===== config.mk =====
export PLATFORM = sky130hd
export DESIGN_NAME = uop_issue_queue
export DESIGN_NICKNAME = d
export VERILOG_FILES = /design/src/rtl/uopq_pkg.sv /design/src/rtl/uopq_ring.sv /design/src/rtl/uopq_grouper.sv /design/src/rtl/uop_issue_queue.sv
export SDC_FILE = /design/constraint.sdc
export NUM_CORES = 1
export LEC_CHECK = 0
export BUFFER_PORTS_ARGS = -buffer_cell sky130_fd_sc_hd__clkbuf_2
export CAP_MARGIN = 5
export CORE_MARGIN = 3
export CORE_UTILIZATION = 55
export DETAILED_ROUTE_END_ITERATION = 10
export PLACE_DENSITY_LB_ADDON = 0.05
export SYNTH_ARGS = -nofsm -noshare
export SYNTH_HDL_FRONTEND = slang
export SYNTH_SLANG_ARGS = --single-unit

===== constraint.sdc =====
create_clock -name clk -period 29.6 [get_ports clk]
set_input_delay 4.44 -clock clk [delete_from_list [all_inputs] [get_ports clk]]
set_output_delay 4.44 -clock clk [all_outputs]
set_load 0.005 [all_outputs]

===== src/rtl/uopq_pkg.sv =====
package uopq_pkg;
  parameter int PAY_W  = 8;
  parameter int ITER_W = 2;
  parameter int NREG_W = 3;

  typedef struct packed {
    logic [PAY_W-1:0]  pay;
    logic [ITER_W-1:0] iter;
    logic              lam;
    logic [NREG_W-1:0] nreg;
  } uop_t;
endpackage


===== src/rtl/uopq_ring.sv =====
module uopq_ring
  import uopq_pkg::*;
#(
  parameter int DEPTH   = 16,
  parameter int ISSUE_W = 4,
  localparam int AW = (DEPTH > 1) ? $clog2(DEPTH) : 1,
  localparam int CW = $clog2(DEPTH + 1),
  localparam int PW = $clog2(ISSUE_W + 1)
) (
  input  logic          clk,
  input  logic          rst_n,
  input  logic          push,
  input  uop_t          push_data,
  input  logic [PW-1:0] pop_n,
  output uop_t          peek   [ISSUE_W],
  output logic [ISSUE_W-1:0] ent_ok,
  output logic          full
);
  uop_t          mem [DEPTH];
  logic [AW-1:0] head, tail;
  logic [CW-1:0] count;

  function automatic logic [AW-1:0] adv(logic [AW-1:0] p, int n);
    int s;
    s = int'(p) + n;
    if (s >= DEPTH) s = s - DEPTH;
    return AW'(s);
  endfunction

  always_ff @(posedge clk) begin
    if (push) mem[tail] <= push_data;
  end

  always_ff @(posedge clk or negedge rst_n) begin
    if (!rst_n) begin
      head  <= '0;
      tail  <= '0;
      count <= '0;
    end else begin
      if (push) tail <= adv(tail, 1);
      head  <= adv(head, int'(pop_n));
      count <= count + CW'(push) - CW'(pop_n);
    end
  end

  assign full = (count == CW'(DEPTH));

  for (genvar k = 0; k < ISSUE_W; k++) begin : g_peek
    assign peek[k]   = mem[adv(head, k)];
    assign ent_ok[k] = (count > CW'(k));
  end
endmodule


===== src/rtl/uopq_grouper.sv =====
module uopq_grouper
  import uopq_pkg::*;
#(
  parameter int ISSUE_W     = 4,
  parameter int SPLIT_LIMIT = 2,
  localparam int PW = $clog2(ISSUE_W + 1)
) (
  input  logic               restrict_mode,
  input  logic               half_pend,
  input  uop_t               peek      [ISSUE_W],
  input  logic [ISSUE_W-1:0] ent_ok,
  output logic [ISSUE_W-1:0] slot_vld,
  output logic [PAY_W-1:0]   slot_pay  [ISSUE_W],
  output logic [ITER_W-1:0]  slot_iter [ISSUE_W],
  output logic [ISSUE_W-1:0] slot_tail,
  output logic [PW-1:0]      pop_n,
  output logic               carry
);
  always_comb begin
    int   slot;
    int   npop;
    int   need;
    logic stop;
    logic splt;
    logic resume;
    slot_vld  = '0;
    slot_tail = '0;
    carry     = 1'b0;
    slot      = 0;
    npop      = 0;
    stop      = 1'b0;
    for (int k = 0; k < ISSUE_W; k++) begin
      slot_pay[k]  = '0;
      slot_iter[k] = '0;
    end
    for (int k = 0; k < ISSUE_W; k++) begin
      splt   = 1'b0;
      resume = 1'b0;
      need   = 1;
      if (!stop && ent_ok[k]) begin
        if (restrict_mode && (peek[k].iter != peek[0].iter)) begin
          stop = 1'b1;
        end else begin
          splt   = restrict_mode && peek[k].lam &&
                   (int'(peek[k].nreg) > SPLIT_LIMIT);
          resume = (k == 0) && half_pend;
          need   = (splt && !resume) ? 2 : 1;
          if (slot + need <= ISSUE_W) begin
            slot_vld[slot]  = 1'b1;
            slot_pay[slot]  = peek[k].pay;
            slot_iter[slot] = peek[k].iter;
            slot_tail[slot] = resume;
            slot            = slot + 1;
            if (need == 2) begin
              slot_vld[slot]  = 1'b1;
              slot_pay[slot]  = peek[k].pay;
              slot_iter[slot] = peek[k].iter;
              slot_tail[slot] = 1'b1;
              slot            = slot + 1;
            end
            npop = npop + 1;
          end else if ((slot < ISSUE_W) && splt && !resume) begin
            slot_vld[slot]  = 1'b1;
            slot_pay[slot]  = peek[k].pay;
            slot_iter[slot] = peek[k].iter;
            slot            = slot + 1;
            carry           = 1'b1;
            stop            = 1'b1;
          end else begin
            stop = 1'b1;
          end
        end
      end
    end
    pop_n = PW'(npop);
  end
endmodule


===== src/rtl/uop_issue_queue.sv =====
module uop_issue_queue
  import uopq_pkg::*;
#(
  parameter int DEPTH       = 16,
  parameter int ISSUE_W     = 4,
  parameter int SPLIT_LIMIT = 2,
  localparam int PW = $clog2(ISSUE_W + 1)
) (
  input  logic                      clk,
  input  logic                      rst_n,
  input  logic                      restrict_mode,
  input  logic                      in_valid,
  output logic                      in_ready,
  input  logic [PAY_W-1:0]          in_payload,
  input  logic [ITER_W-1:0]         in_iter,
  input  logic                      in_lam,
  input  logic [NREG_W-1:0]         in_nreg,
  input  logic                      out_ready,
  output logic [ISSUE_W-1:0]        out_vld,
  output logic [ISSUE_W*PAY_W-1:0]  out_payload,
  output logic [ISSUE_W*ITER_W-1:0] out_iter,
  output logic [ISSUE_W-1:0]        out_second
);
  uop_t               wr_uop;
  uop_t               peek      [ISSUE_W];
  logic [ISSUE_W-1:0] ent_ok;
  logic               full;
  logic               push;
  logic               fire;
  logic               half_pend;
  logic               carry;
  logic [PW-1:0]      grp_pop;
  logic [PW-1:0]      pop_n;
  logic [PAY_W-1:0]   slot_pay  [ISSUE_W];
  logic [ITER_W-1:0]  slot_iter [ISSUE_W];

  assign wr_uop   = '{pay: in_payload, iter: in_iter, lam: in_lam, nreg: in_nreg};
  assign in_ready = !full;
  assign push     = in_valid && !full;
  assign fire     = out_ready && out_vld[0];
  assign pop_n    = fire ? grp_pop : '0;

  uopq_ring #(.DEPTH(DEPTH), .ISSUE_W(ISSUE_W)) u_ring (
    .clk       (clk),
    .rst_n     (rst_n),
    .push      (push),
    .push_data (wr_uop),
    .pop_n     (pop_n),
    .peek      (peek),
    .ent_ok    (ent_ok),
    .full      (full)
  );

  uopq_grouper #(.ISSUE_W(ISSUE_W), .SPLIT_LIMIT(SPLIT_LIMIT)) u_grp (
    .restrict_mode (restrict_mode),
    .half_pend     (half_pend),
    .peek          (peek),
    .ent_ok        (ent_ok),
    .slot_vld      (out_vld),
    .slot_pay      (slot_pay),
    .slot_iter     (slot_iter),
    .slot_tail     (out_second),
    .pop_n         (grp_pop),
    .carry         (carry)
  );

  always_ff @(posedge clk or negedge rst_n) begin
    if (!rst_n)    half_pend <= 1'b0;
    else if (fire) half_pend <= carry;
  end

  for (genvar k = 0; k < ISSUE_W; k++) begin : g_flat
    assign out_payload[k*PAY_W +: PAY_W]   = slot_pay[k];
    assign out_iter[k*ITER_W +: ITER_W]    = slot_iter[k];
  end
endmodule


* Word level (Yosys, flattened, before mapping)
Memory sizes are Yosys's and may differ from the RTL's.
Cells that the tools add are included.
** Storage, ports and cells
- Bits of input ports :: 19
- Memories :: 1
- Bits in registers :: 14
- Logic and storage cells :: 322
- RAM bits :: 224
- Output and inout port bits :: 49
** Cells by class
- Equality and inequality tests :: 8
- Magnitude comparators :: 45
- Mux-type cells :: 182
- Reduce and logical (&&, ||, !) cells :: 37
- Add/sub/neg operators :: 24
- Bitwise operators :: 21
** Memories
- u_ring.mem :: words 16, bits a word 14, rd ports 4, clocked after Yosys merged registers in 0, wr ports 1, RTL line uopq_ring.sv:19 : uop_t mem [DEPTH];
** Operators by type and width (count)
- $mux 32 :: 27
- $lt 32x4->1 const B :: 9
- $mux 8 :: 25
- $bwmux 32 :: 6
- $ge 32x1->1 const B :: 6
- $ge 32x3->1 const B :: 6
- $lt 32x1->1 const B :: 6
- $not 32->32 :: 6
- $add 32x2->32 const B :: 5
- $mux 4 :: 34
- $eq 32x3->1 const B :: 4
- $le 32x4->1 const B :: 4
- $add 32x32->32 :: 3
- $demux 8 s2 :: 6
- $bwmux 8 :: 6
- $mux 2 :: 19
- $mux 1 :: 37
- $logic_and 1x1->1 :: 32
- $or 4x4->4 :: 8
- $mux 3 :: 9
- $ge 5x5->1 const B :: 5
- $demux 2 s2 :: 6
- $sub 4x1->4 const B :: 6
- $mux 16 :: 1
- other kinds (19) :: 41

* Depth between registers and ports, before layout
An unclocked memory read counts as a cell.
- Word-level depth :: 38
- Mapped depth :: 47
- Depth with buffers taken out :: 40

* Cells and area by module
From an unflattened synthesis, not the netlist that was laid out.
** Unflattened totals
- Cells, all modules :: 1308
- Area, all modules :: 17719.5 um^2
** By module, submodules not included
- uopq_ring :: area an instance 14884.3 um^2, times used 1, sequential area each 7051.8 um^2, cells each 912
- uopq_grouper :: area an instance 2758.9 um^2, times used 1, sequential area each 0.0 um^2, cells each 388
- uop_issue_queue :: area an instance 76.3 um^2, times used 1, sequential area each 25.0 um^2, cells each 8

* Worst setup path after synthesis
OpenSTA, ideal clock, no wires.
- Path kind :: input -> output
- Start point :: input restrict_mode
- End point :: output out_iter[6]
- Arrival time :: 11222 ps
- Path buffers :: 4
- Data required time :: 25160 ps
- Path slack :: 13938 ps
- Cell stages on the path :: 31
- Cell sequence :: clkbuf_1 inv_1 nor4_4 or2_2 inv_1 ha_1 inv_1 fa_1 a21o_1 nor2_1 nor2_1 o221ai_1 inv_1 fa_1 o21ai_0 clkbuf_1 nor2_1 o21ai_0 a31oi_1 a211o_1 buf_2 ha_1 fa_1 nor2_1 a311o_1 nand3_2 nand2_2 maj3_2 and3_4 buf_6 mux2_4
** On the way
- Cells in the longest elaborated chain, start to end :: 31
- Elaborated cells between the ends (all ways) :: 123
- Those cells by class :: add/sub: 8; order compare: 19; eq/ne: 4; mux: 59; bitwise: 6; reduce/logical: 27
** Ends and longest elaborated chain
- start, declared :: RTL line uop_issue_queue.sv:11 : input logic restrict_mode,
- branches (longest 30 deep; another with $le 32x4->1)
- $mux 8 (*) :: RTL line uopq_grouper.sv:40 : if (!stop && ent_ok[k]) begin
- end, declared :: RTL line uop_issue_queue.sv:21 : output logic [ISSUE_W*ITER_W-1:0] out_iter,
Every way passes the cells marked *.

* Final worst setup path
- Start point :: input restrict_mode
- End point :: output out_payload[2]
** On the way
- Cells in the longest elaborated chain, start to end :: 31
- Elaborated cells between the ends (all ways) :: 126
- Those cells by class :: add/sub: 8; order compare: 19; eq/ne: 4; mux: 62; bitwise: 6; reduce/logical: 27
** Ends and longest elaborated chain
- branches (longest 30 deep; another with $le 32x4->1)
- $mux 32 (*) :: RTL line uopq_grouper.sv:40
- end, declared :: RTL line uop_issue_queue.sv:20 : output logic [ISSUE_W*PAY_W-1:0] out_payload,
Marks and branches as above.

==> run summary <==
outcome = completed
max cap viols = 0
area of the multi-input gates = 8820 um2
drt pass-1 iters = 5
crit path DAT = 12.61 ns
unrepaired setup endpoints after global routing = no
first-pass GRT wire length = 70.2 mm
asr flop ratio synth = 5.88%
Worst-Margin Slew = 1.13 ns
setup_tns = 0 ns
Clock Sinks = 238
GRT Total Usage = 29.4%
worst hold path depth = 2
Iteration-0 DRC Markers = 1590
syn nets = 1248
yosys warns = 0
CP max stage cell = nor4_4
endpoints failing setup = 0
share of cells above drive strength 1 = 32.4%
WL/cell = 28.3 um
pin count of the biggest net entering global routing = 154
chip width = 179 um
mux share of post-synthesis cell area = 30.5%
Hold Vio Cnt, Final = 0
CP startpoint kind = primary input
io pins = 68
reg2reg setup slack = 17.61 ns
antenna violations before repair = 0
cell family with most CP delay = simple AND/OR/NAND/NOR gates
mapped cell area = 16400 um2
Crit Path Max Fanout = 17
Synth Area in Adders = 3.28%
post-synthesis average cell area = 13.8 um2
register area = 7090 um2
port bufs = 67
total CTS buffers = 27
root buffer cell = clkbuf_16
Row Count = 62
WP buf/inv = 6
post-DP HPWL = 30.9 mm
diodes inserted = 0
Area Overhead vs Synth = 9.86%
Synth Area in XOR/XNOR = 1.50%
clock skew = 0.0174 ns
CP dominant cell by count = inv_1
Synth cell types = 91
main combinational cell family by area after synthesis = multiplexers
post-CTS resize count = 0
reg2reg path depth = 36
final wirelength = 46.2 mm
worst min path class = flop to flop
Reg clk slew, reported paths = 0.06 ns
Yosys top cell area share = 41.1%
Post-CTS Setup Inserts = 0
Rel. slew slack = 24.5%
number of synthesized flops with an enable pin = 224
total grt overflow = 0
nets = 1292
crit path time final = 17.05 ns
gpl congestion = 0.961
ys flop type = edfxtp_1
Seq cells post-synth = 238
Syn Inst Count = 1190
worst path required time = 25.16 ns
Initial Util = 56.4%
core region area = 29000 um2
synth top area cells = edfxtp_1, mux4_2, ha_1
Synth Area in Simple Gates = 9.10%
buffer levels on the longest clock path = 3
filler instances = 2251
hold_buf cts = 0
CTS H-tree depth = 1
Die H = 179 um
CTS tree = built
DR vias = 11800
register area share after synthesis = 43.2%
final worst-path cycle share = 57.6%
Antenna Nets Post-Route = 0
worst skew pair latency = 0.54 ns
vias in the first global route = 11200
Crit path depth = 28
DR vias/cell = 7.21
Peak Freq = 58.7 MHz
slowest stage delay, CP = 0.88 ns
Crit. End Element = primary output
Slew Limit Fails = 0
cell taking the most area after synthesis = edfxtp_1
Synth Area in Compound Gates = 8.83%
kind of critical path = primary input to primary output
DRC viols = 0
die area = 31900 um2
synth_stat cells, drive strengths merged (3+ instances only):
cell	number
a2111oi	3
a211oi	8
a21o	23
a21oi	35
a221oi	11
a22oi	5
a31o	3
a31oi	23
a32oi	7
and2	16
and3	8
and4	3
buf	47
clkbuf	38
dfrtp	14
edfxtp	224
fa	5
ha	34
inv	35
mux2	35
mux2i	39
mux4	183
nand2	111
nand2b	8
nand3	36
nand4	14
nor2	63
nor2b	6
nor3	13
nor4	6
o211ai	3
o21ai	42
o22ai	14
o311a	3
o31ai	3
or2	3
or3	3
or4	3
xnor2	19
xor2	6
path summary, 6_finish.rpt:
check,from,endpoint
worst max-delay path,restrict_mode,out_payload[2]
worst min-delay path,u_ring.tail[0],u_ring.tail[3]
worst max register to register,u_ring.head[1],u_ring.count[4]
worst min register to register,u_ring.tail[0],u_ring.tail[3]
max in group asynchronous,rst_n,u_ring.head[1]
min in group asynchronous,rst_n,u_ring.tail[1]
flip-flops by register name, indices dropped and copies added (netlist names):
| name | count |
|---|---|
| u_ring.mem | 224 |
| u_ring.count | 5 |
| u_ring.head | 4 |
| u_ring.tail | 4 |
| half_pend | 1 |
cells by family after synthesis:
family	count (synthesis)
simple gates	301
mux	257
flops	238
compound gates	207
buf+inv	122
fa+ha+maj	40
xor+xnor	25
worst min-delay path, delay by kind of cell (launching register included):
kind,cells,cell delay [ns]
xor+xnor,1,0.06
simple gates,1,0.10
flops,1,0.42
per-stage QoR:
step | instances | setup WS [ns] | hold slack, ns | area (um2) | utilization [%]
5_1_grt | 1634 | 12.00 | 0.648 | 18000 | 62.0
3_5_place_dp | 1589 | 12.74 | 0.612 | 17100 | 59.0
4_1_cts | 1634 | 12.73 | 0.618 | 18000 | 62.0
6_report | 1634 | 12.55 | 0.624 | 18000 | 62.0
3_3_place_gp | 1589 | 13.00 | 0.602 | 17100 | 59.0
2_1_floorplan | 1190 | 13.94 | 0.524 | 16400 | -
final cells by class:
class | count | area share, %
clock buffer | 33 | 3.88
clock inverter | 12 | 0.918
inverter | 37 | 0.772
multi-input combinational | 830 | 49.1
sequential | 238 | 39.4
tap | 384 | 2.67
timing repair buffer | 100 | 3.31
cell usage in the layout, fill, tap and decap left out, types with 33 or more instances in the layout:
cell type / instances
clkbuf_2: 67
mux4_2: 180
edfxtp_1: 224
ha_1: 33
a21oi_1: 34
inv_1: 33
nor2_1: 50
o21ai_0: 37
nand3_1: 33
nand2_1: 110
mux2i_1: 35
routing by layer:
layer	wire, um	track usage (%)
met5	0	0
met4	1260	7.44
met3	4580	4.64
met2	21800	46.3
met1	18600	43.3
Power is left out: the tool's default activity adds up to more than one toggle a clock period on the data nets, which glitch-free logic cannot reach.
